===== config.mk =====
export PLATFORM = sky130hd
export DESIGN_NAME = sdram_boot_refresh
export DESIGN_NICKNAME = d
export VERILOG_FILES = /design/src/rtl/sdram_boot_pkg.sv /design/src/rtl/sdram_cmd_pins.sv /design/src/rtl/sdram_mode_word.sv /design/src/rtl/sdram_interval_timer.sv /design/src/rtl/sdram_boot_refresh.sv
export SDC_FILE = /design/constraint.sdc
export NUM_CORES = 1
export LEC_CHECK = 0
export ABC_AREA = 1
export BUFFER_PORTS_ARGS = -buffer_cell sky130_fd_sc_hd__buf_2
export CAP_MARGIN = 20
export CORE_MARGIN = 5
export CORE_UTILIZATION = 62
export CTS_BUF_LIST = sky130_fd_sc_hd__clkbuf_4 sky130_fd_sc_hd__clkbuf_8
export DETAILED_ROUTE_END_ITERATION = 12
export GPL_TIMING_DRIVEN = 0
export MAX_ROUTING_LAYER = met4
export PLACE_DENSITY = 0.84
export SLEW_MARGIN = 20
export SYNTH_ARGS = -nofsm -noshare
export SYNTH_HDL_FRONTEND = slang
export SYNTH_SLANG_ARGS = --single-unit

===== constraint.sdc =====
create_clock -name clk -period 2.2 [get_ports clk]
set_clock_uncertainty 0.2 [all_clocks]
set_input_delay 0.44 -clock clk [delete_from_list [all_inputs] [get_ports clk]]
set_output_delay 0.44 -clock clk [all_outputs]
set_load 0.03 [all_outputs]

===== src/rtl/sdram_boot_pkg.sv =====
package sdram_boot_pkg;

    typedef enum logic [1:0] {
        CMD_NOP,
        CMD_PREA,
        CMD_REF,
        CMD_MRS
    } cmd_e;

    typedef enum logic [2:0] {
        PH_STABLE,
        PH_WAIT_RP,
        PH_WAIT_RFC,
        PH_WAIT_RSC,
        PH_RUN,
        PH_RUN_RFC
    } phase_e;

    // Whole clock cycles covering a delay, never less than one
    function automatic int unsigned ns_to_cycles(input int unsigned ns,
                                                 input int unsigned clk_ps);
        int unsigned c;
        c = (ns * 1000 + clk_ps - 1) / clk_ps;
        return (c == 0) ? 1 : c;
    endfunction

    function automatic int unsigned max4(input int unsigned a, input int unsigned b,
                                         input int unsigned c, input int unsigned d);
        int unsigned m;
        m = a;
        if (b > m) m = b;
        if (c > m) m = c;
        if (d > m) m = d;
        return m;
    endfunction

endpackage


===== src/rtl/sdram_cmd_pins.sv =====
module sdram_cmd_pins
    import sdram_boot_pkg::*;
(
    input  cmd_e cmd,
    output logic cs_n,
    output logic ras_n,
    output logic cas_n,
    output logic we_n
);
    always_comb begin
        cs_n = 1'b0;
        unique case (cmd)
            CMD_PREA: {ras_n, cas_n, we_n} = 3'b010;
            CMD_REF:  {ras_n, cas_n, we_n} = 3'b001;
            CMD_MRS:  {ras_n, cas_n, we_n} = 3'b000;
            default:  {ras_n, cas_n, we_n} = 3'b111;
        endcase
    end
endmodule


===== src/rtl/sdram_mode_word.sv =====
module sdram_mode_word #(
    parameter int BURST_LEN        = 4,
    parameter bit BURST_INTERLEAVE = 1'b0,
    parameter int CAS_LATENCY      = 3,
    parameter bit SINGLE_WRITE     = 1'b0,
    parameter int ADDR_W           = 12
) (
    output logic [ADDR_W-1:0] word
);
    localparam logic [2:0] LEN_CODE =
        (BURST_LEN == 1) ? 3'b000 :
        (BURST_LEN == 2) ? 3'b001 :
        (BURST_LEN == 4) ? 3'b010 :
        (BURST_LEN == 8) ? 3'b011 : 3'b111;
    localparam logic [2:0] LAT_CODE = 3'(CAS_LATENCY);

    always_comb begin
        word      = '0;
        word[2:0] = LEN_CODE;
        word[3]   = BURST_INTERLEAVE;
        word[6:4] = LAT_CODE;
        word[9]   = SINGLE_WRITE;
    end
endmodule


===== src/rtl/sdram_interval_timer.sv =====
module sdram_interval_timer #(
    parameter int unsigned PERIOD = 2080
) (
    input  logic clk,
    input  logic rst_n,
    input  logic run,
    output logic tick
);
    localparam int W = (PERIOD < 2) ? 1 : $clog2(PERIOD);
    localparam logic [W-1:0] RELOAD = W'(PERIOD - 1);

    logic [W-1:0] cnt_d, cnt_q;

    always_comb begin
        tick  = run && (cnt_q == '0);
        cnt_d = cnt_q;
        if (!run || tick) cnt_d = RELOAD;
        else              cnt_d = cnt_q - 1'b1;
    end

    always_ff @(posedge clk or negedge rst_n) begin
        if (!rst_n) cnt_q <= RELOAD;
        else        cnt_q <= cnt_d;
    end


    tick_spacing_chk: assert property (@(posedge clk) disable iff (!rst_n)
        tick |=> !tick);
endmodule


===== src/rtl/sdram_boot_refresh.sv =====
module sdram_boot_refresh
    import sdram_boot_pkg::*;
#(
    parameter int unsigned CLK_PS    = 7500,
    parameter int unsigned STABLE_NS = 500000,
    parameter int unsigned T_RP_NS   = 20,
    parameter int unsigned T_RFC_NS  = 75,
    parameter int unsigned T_RSC_NS  = 15,
    parameter int unsigned T_REFI_NS = 15600,
    parameter int unsigned REF_COUNT = 8,
    parameter int BURST_LEN          = 4,
    parameter bit BURST_INTERLEAVE   = 1'b0,
    parameter int CAS_LATENCY        = 3,
    parameter bit SINGLE_WRITE       = 1'b0,
    parameter int ADDR_W             = 12,
    parameter int BA_W               = 2
) (
    input  logic              clk,
    input  logic              rst_n,
    input  logic              refresh_ack,
    output logic              cs_n,
    output logic              ras_n,
    output logic              cas_n,
    output logic              we_n,
    output logic              cke,
    output logic              dqm,
    output logic [BA_W-1:0]   ba,
    output logic [ADDR_W-1:0] addr,
    output logic              ready,
    output logic              refresh_req
);
    localparam int unsigned STABLE_CYC = ns_to_cycles(STABLE_NS, CLK_PS);
    localparam int unsigned RP_CYC     = ns_to_cycles(T_RP_NS,   CLK_PS);
    localparam int unsigned RFC_CYC    = ns_to_cycles(T_RFC_NS,  CLK_PS);
    localparam int unsigned RSC_CYC    = ns_to_cycles(T_RSC_NS,  CLK_PS);
    localparam int unsigned REFI_CYC   = ns_to_cycles(T_REFI_NS, CLK_PS);
    localparam int unsigned MAX_CYC    = max4(STABLE_CYC, RP_CYC, RFC_CYC, RSC_CYC);
    localparam int CNT_W  = $clog2(MAX_CYC + 1);
    localparam int REFS_W = $clog2(REF_COUNT + 1);
    localparam logic [REFS_W-1:0] REFS_LAST = REFS_W'(REF_COUNT);

    typedef struct packed {
        phase_e             phase;
        logic [CNT_W-1:0]   cnt;
        logic [REFS_W-1:0]  refs;
        cmd_e               cmd;
        logic [ADDR_W-1:0]  addr;
        logic               ready;
        logic               req;
    } seq_t;

    localparam seq_t RST_VAL = '{
        phase: PH_STABLE,
        cnt:   CNT_W'(STABLE_CYC - 1),
        refs:  '0,
        cmd:   CMD_NOP,
        addr:  '0,
        ready: 1'b0,
        req:   1'b0
    };

    seq_t seq_d, seq_q;
    logic [ADDR_W-1:0] mode_word;
    logic              interval_tick;

    sdram_mode_word #(
        .BURST_LEN(BURST_LEN), .BURST_INTERLEAVE(BURST_INTERLEAVE),
        .CAS_LATENCY(CAS_LATENCY), .SINGLE_WRITE(SINGLE_WRITE), .ADDR_W(ADDR_W)
    ) u_mode (
        .word(mode_word)
    );

    sdram_interval_timer #(.PERIOD(REFI_CYC)) u_refi (
        .clk(clk), .rst_n(rst_n), .run(seq_q.ready), .tick(interval_tick)
    );

    always_comb begin
        seq_d      = seq_q;
        seq_d.cmd  = CMD_NOP;
        seq_d.addr = '0;
        unique case (seq_q.phase)
            PH_STABLE: begin
                if (seq_q.cnt == '0) begin
                    seq_d.cmd      = CMD_PREA;
                    seq_d.addr[10] = 1'b1;
                    seq_d.cnt      = CNT_W'(RP_CYC - 1);
                    seq_d.phase    = PH_WAIT_RP;
                end else begin
                    seq_d.cnt = seq_q.cnt - 1'b1;
                end
            end
            PH_WAIT_RP: begin
                if (seq_q.cnt == '0) begin
                    seq_d.cmd   = CMD_REF;
                    seq_d.refs  = REFS_W'(1);
                    seq_d.cnt   = CNT_W'(RFC_CYC - 1);
                    seq_d.phase = PH_WAIT_RFC;
                end else begin
                    seq_d.cnt = seq_q.cnt - 1'b1;
                end
            end
            PH_WAIT_RFC: begin
                if (seq_q.cnt != '0) begin
                    seq_d.cnt = seq_q.cnt - 1'b1;
                end else if (seq_q.refs == REFS_LAST) begin
                    seq_d.cmd   = CMD_MRS;
                    seq_d.addr  = mode_word;
                    seq_d.cnt   = CNT_W'(RSC_CYC - 1);
                    seq_d.phase = PH_WAIT_RSC;
                end else begin
                    seq_d.cmd  = CMD_REF;
                    seq_d.refs = seq_q.refs + 1'b1;
                    seq_d.cnt  = CNT_W'(RFC_CYC - 1);
                end
            end
            PH_WAIT_RSC: begin
                if (seq_q.cnt == '0) begin
                    seq_d.ready = 1'b1;
                    seq_d.phase = PH_RUN;
                end else begin
                    seq_d.cnt = seq_q.cnt - 1'b1;
                end
            end
            PH_RUN: begin
                seq_d.req = seq_q.req | interval_tick;
                if (seq_q.req && refresh_ack) begin
                    seq_d.cmd   = CMD_REF;
                    seq_d.req   = interval_tick;
                    seq_d.cnt   = CNT_W'(RFC_CYC - 1);
                    seq_d.phase = PH_RUN_RFC;
                end
            end
            PH_RUN_RFC: begin
                seq_d.req = seq_q.req | interval_tick;
                if (seq_q.cnt == '0) seq_d.phase = PH_RUN;
                else                 seq_d.cnt   = seq_q.cnt - 1'b1;
            end
            default: seq_d = RST_VAL;
        endcase
    end

    always_ff @(posedge clk or negedge rst_n) begin
        if (!rst_n) seq_q <= RST_VAL;
        else        seq_q <= seq_d;
    end

    sdram_cmd_pins u_pins (
        .cmd(seq_q.cmd), .cs_n(cs_n), .ras_n(ras_n), .cas_n(cas_n), .we_n(we_n)
    );

    assign cke         = 1'b1;
    assign dqm         = !seq_q.ready;
    assign ba          = '0;
    assign addr        = seq_q.addr;
    assign ready       = seq_q.ready;
    assign refresh_req = seq_q.req;


    ready_hold_chk: assert property (@(posedge clk) disable iff (!rst_n)
        seq_q.ready |=> seq_q.ready);


    ack_grant_chk: assert property (@(posedge clk) disable iff (!rst_n)
        (seq_q.phase == PH_RUN && seq_q.req && refresh_ack) |=> (seq_q.cmd == CMD_REF));


    no_stray_ref_chk: assert property (@(posedge clk) disable iff (!rst_n)
        (seq_q.phase == PH_RUN && !seq_q.req) |=> (seq_q.cmd != CMD_REF));


    mrs_after_burst_chk: assert property (@(posedge clk) disable iff (!rst_n)
        (seq_q.cmd == CMD_MRS) |-> (seq_q.refs == REFS_LAST));


    prea_all_chk: assert property (@(posedge clk) disable iff (!rst_n)
        (seq_q.cmd == CMD_PREA) |-> (seq_q.addr[10] && !seq_q.ready));
endmodule


# After elaboration in Yosys (flattened, before gate mapping)
# Index checks and enable logic that the tools add are counted.
[word_totals] ff_bits=52 inputBits=3
[classes] add_sub_neg=3 eq_ne=18 mux=33 n_bitwise=3 reduce_logical=19
[ops] cell="20-bit case mux with 5 select lines" n=1
[ops] cell="17-bit two-way mux" n=4
[ops] cell="20-bit two-way mux" n=1
[ops] cell="18-bit two-way mux" n=1
[ops] cell="17-bit logical NOT" n=1
[ops] cell="17-bit nonzero test" n=1
[ops] cell="17-bit by 1-bit subtractor with 17-bit output (second input constant)" n=1
[ops] cell="2-bit inequality test (second input constant)" n=8
[ops] cell="3-bit two-way mux" n=5
[ops] cell="12-bit logical NOT" n=1
[ops] cell="12-bit two-way mux" n=1
[ops] cell="6-bit two-way mux" n=2
[ops] cell="4-bit case mux with 3 select lines" n=1
[ops] cell="12-bit by 1-bit subtractor with 12-bit output (second input constant)" n=1
[ops] cell="10-bit two-way mux" n=1
[ops] cell="1-bit two-way mux" n=9
[ops] cell="4-bit two-way mux" n=2
[ops] cell="2-bit case mux with 4 select lines" n=1
[ops] cell="4-bit OR reduction" n=2
[ops] cell="3-bit by 2-bit equality test with 1-bit output (second input constant)" n=2
[ops] cell="3-bit equality test (second input constant)" n=2
[ops] cell="6-bit AND reduction" n=1
[ops] cell="2-bit OR reduction" n=3
[ops] cell="5-bit OR reduction" n=1
[ops] cell="other kinds (18)" n=23

# Depth between registers and ports, before layout
[logic_depth] word_depth=5 mapped_depth=11 ltp_nobuf=11

# Modules after synthesis
# Synthesis repeated with hierarchy kept, for this count alone.
[unflattened] cells_unflattened=427 area_unflattened_um2=3203.1
[modules_own_cells] mod="sdram_boot_refresh" n_inst=1 cells_each=308 area_each_um2=2367.3
[modules_own_cells] mod="sdram_interval_timer" n_inst=1 cells_each=100 area_each_um2=715.7
[modules_own_cells] mod="sdram_mode_word" n_inst=1 cells_each=14 area_each_um2=97.6
[modules_own_cells] mod="sdram_cmd_pins" n_inst=1 cells_each=5 area_each_um2=22.5

# Least setup slack after synthesis
# OpenSTA, ideal clock, no wires.
[synth_path] path_type="reg-to-reg" startpoint="register seq_q[21] (netlist name)" endpoint="register seq_q[29] (netlist name)" setup_ns=0.063 arrival_time_ns=1.559 required_time_ns=1.937 path_slack_ns=0.378 stages_incl_launch_ff=11 path_buffers=1 cell_sequence="dfstp_2 inv_1 ha_1 nand2_2 nor2_8 nand4_2 nand2_4 buf_4 o21ai_0 nand3_1 inv_1"
[synth_via] elab_chain_cells=3
[synth_lines] item="from (decl)" line_no="sdram_boot_refresh.sv:62" rtl="seq_t seq_d, seq_q;"
[synth_lines] item="from (signal assigned)" line_no="sdram_boot_refresh.sv:144" rtl="else seq_q <= seq_d;"
[synth_lines] item="17-bit by 1-bit subtractor with 17-bit output, or another cell as far along"
[synth_lines] item="17-bit two-way mux, or another cell as far along" line_no="sdram_boot_refresh.sv:117, sdram_boot_refresh.sv:135"
[synth_lines] item="20-bit case mux with 5 select lines or 2-bit AND reduction (tied branches)"
# Several ways; a longest one is shown, not always the timed one. The select of a mux whose other input is x is not followed.
# A chain may end at the register's enable or synchronous reset.

# Worst setup path after layout
[layout_path] startpoint="register seq_q[21] (netlist name)" endpoint="register seq_q[33] (netlist name)"
# The elaborated chain is that of the path after synthesis.

==> metrics.cfg <==
[setup_path]
timing.rr.start = seq_q[21]$_DFFE_PN1P_
crit_arrival_ps = 2060
slowest_stage = dfstp_2
r2r_slack_ps = 170
rr_worst_depth = 9
critPathMaxStageDelay_ps = 540
cp_max_fo = 8
startpoint_type = flop
crit_type = reg2reg
crit_required_ps = 2230
cp_common_cell = nand2_4
r2r_end = seq_q[33]$_DFFE_PN0P_
cp-end-kind = flop
crit_path_cell_trace = inv_1 -> ha_1 -> nand2_4 -> nor2_8 -> nand4_2 -> nand2_4 -> nor2_2 -> nand3b_1 -> o21ai_1

[cts]
cts_tree = yes
clockBufferDepth = 2
cts_root_buffer = clkbuf_8
clk_pin_slew_worst_paths_ps = 80
hold_buffers = 0
cts_max_level = 2
cts_sinks = 42
cts_buffers = 5
clk_latency_ps = 300

[power_and_ir_drop]
internal-power_mw = 1.11
power.switching_uw = 306
p_total_mw = 1.41
clkPwrFrac_pct = 41.0
power_leakage_nw = 1.56
seqPwrFrac_pct = 54.8
swShare_pct = 21.7
power.density_nw_per_um2 = 475
ir_drop_v = 0.000315
comb_power_share_pct = 4.2

[timing]
finalSetupViolCount = 0
slew_violations = 0
worst_pin_slew_ps = 928
fin_crit_ps = 2030
max_freq_mhz = 492
hold_violations = 0
timing.slew.headroom_pct = 38.2
finalSetupTns_ps = 0
final.period_utilization_pct = 92.3
rsz0062_at_grt = false

[synth]
synth_area_per_cell_um2 = 7.49
netlist_instances = 360
synth_cell_type_count = 37
ys_ff_latch = 42
yosys_warnings = 0
syn_area_um2 = 2700
synth-seq-area-share_pct = 39.6

[floorplanning]
die_w_um = 75.9
die_area_um2 = 5770
dieHeight_um = 75.9
core_area_um2 = 4290
rows = 24
start_util_pct = 62.8
io_pins = 25

[route]
dr.pass1.iters = 5
routed_wl_um = 5360
vias = 2336
routed_via_density = 5.29
avgRoutedWirePerCell_um = 12.1
ant_nets = 0
drt_iter0_drc = 226
drcViolationCount = 0

[global_routing]
grt_first_pass_wirelength_um = 9290
grt_max_degree = 43
grt_usage_pct = 19.8
overflow = 0
antenna_found_initial = 0
grt_pass1_vias = 2113

[worst_hold_path]
min_path_type = in2async

[placement]
globalplace.congestion = 0.923
io_buffers = 12
post-dp-hpwl_um = 3990
postPlaceCellArea_um2 = 2860

[finish]
drive_above_1_share_pct = 19.7
design_area_um2 = 2970
syn_to_final_growth_pct = 10.3
n_fill_cell = 346
final_util_pct = 69.2
layout.nets = 397
num_antenna_cells = 0

[outcome]
outcome = complete, no violations

[flow_run]
drv_cap = 0

-- metal layers --
layer | routed length (um) | global-route usage, % | vias up
met5 | 0 | - | -
met4 | 88 | 6.41 | 0
met3 | 318 | 5.21 | 9
met2 | 2580 | 30.9 | 69
met1 | 2370 | 25.0 | 1086
li1 | - | - | 1172
-- logic make-up after synthesis --
| logic type | count (synthesis) | share of synthesized area [%] |
|---|---|---|
| compound gates | 39 | 8.31 |
| xor+xnor | 11 | 3.58 |
| fa+ha+maj | 5 | 2.32 |
| buf+inv | 70 | 12.7 |
| flops | 42 | 39.6 |
| other cells | 2 | 0.279 |
| simple gates | 191 | 33.2 |
-- worst max-delay path: cells and delay by family (launching register included) --
family          cells  cell delay, ps
simple gates        6             880
fa+ha+maj           1             220
buf+inv             1              50
flops               1             540
compound gates      1              90
-- power groups by stage --
stage,Combinational (mW),Sequential [mW],Clock (mW)
2_1_floorplan,0.0431,0.787,0
3_3_place_gp,0.0596,0.787,0
3_5_place_dp,0.0599,0.787,0
4_1_cts,0.0600,0.772,0.584
5_1_grt,0.0665,0.773,0.624
6_report,0.0598,0.773,0.578
-- synthesized netlist by cell type --
cell type,number,area (um^2)
nor3_1,12,60.1
nand2_4,1,11.3
o21ai_2,1,8.76
o22ai_1,2,12.5
nor2_8,1,20.0
a21oi_1,10,50.1
a21oi_2,1,8.76
nor4_1,2,12.5
nand3_4,1,17.5
a21oi_4,1,16.3
ha_1,5,62.6
nand3_2,2,20.0
o21ai_0,12,60.1
conb_1,2,7.51
nand2_2,4,25.0
o211ai_1,1,7.51
buf_6,2,22.5
nand2_1,72,270
dfstp_2,12,315
inv_2,3,11.3
buf_4,17,128
nor2_1,55,206
xnor2_1,2,17.5
o21ai_1,9,45.0
nand3b_1,3,22.5
and3_1,2,12.5
xor2_1,9,78.8
nor2_4,2,22.5
nor2_2,5,31.3
inv_1,47,176
nand4_1,2,12.5
o21bai_1,2,15.0
nand4_2,2,25.0
or2_2,1,6.26
dfrtp_1,30,751
nand3_1,24,120
buf_2,1,5.00
-- sequential cells by signal, summed over array words and instances (netlist names) --
name	flops
u_refi.cnt_q	12
seq_q	26
addr	2
ready	1
refresh_req	1
-- final cells by class --
type | instances | area, um^2 | share of cell area (%)
well taps | 52 | 65.1 | 2.19
inverters | 50 | 188 | 6.31
multi-input cells | 258 | 1330 | 44.7
clock buffers | 8 | 110 | 3.70
plain buffers | 20 | 155 | 5.22
repair buffers | 12 | 60.1 | 2.02
flip-flops and latches | 42 | 1070 | 35.9
-- what timing repair did --
action | CTS | global route
gates resized for setup | 0 | 1
endpoints found under the setup margin | 0 | 7
buffers inserted | 0 | 0
-- placed cells by master (no fill, tap or decap), drive strengths merged, types with 3 or more instances in the layout --
master and count:
nand2 77, nor2 63, inv 50, buf 32, dfrtp 30, nand3 27
o21ai 22, nor3 12, conb 12, dfstp 12, a21oi 12, xor2 9
clkbuf 8, ha 5, nand4 4, nand3b 3
-- how the worst max path moves through the flow --
stage / from / endpoint / slack [ps] / cells after the start
floorplan: seq_q[21]$_DFFE_PN1P_ / seq_q[29]$_DFFE_PN0P_ / 380 / 10
global placement: seq_q[21]$_DFFE_PN1P_ / seq_q[35]$_DFFE_PN0P_ / 180 / 9
detailed placement: seq_q[20]$_DFFE_PN0P_ / seq_q[34]$_DFFE_PN0P_ / 130 / 9
CTS: seq_q[20]$_DFFE_PN0P_ / seq_q[33]$_DFFE_PN0P_ / 130 / 9
global route: seq_q[20]$_DFFE_PN0P_ / seq_q[27]$_DFFE_PN0P_ / 40 / 10
finish: seq_q[21]$_DFFE_PN1P_ / seq_q[33]$_DFFE_PN0P_ / 170 / 9
-- stage by stage --
step           hold slack, ps  std cells  worst slack [ps]
2_1_floorplan           -55.6        370               378
3_3_place_gp              235        434               176
3_5_place_dp              242        434               128
4_1_cts                   105        442               127
5_1_grt                   154        442              37.6
6_report                 66.6        442               169
No activity file was read; power rests on OpenSTA's default activity.
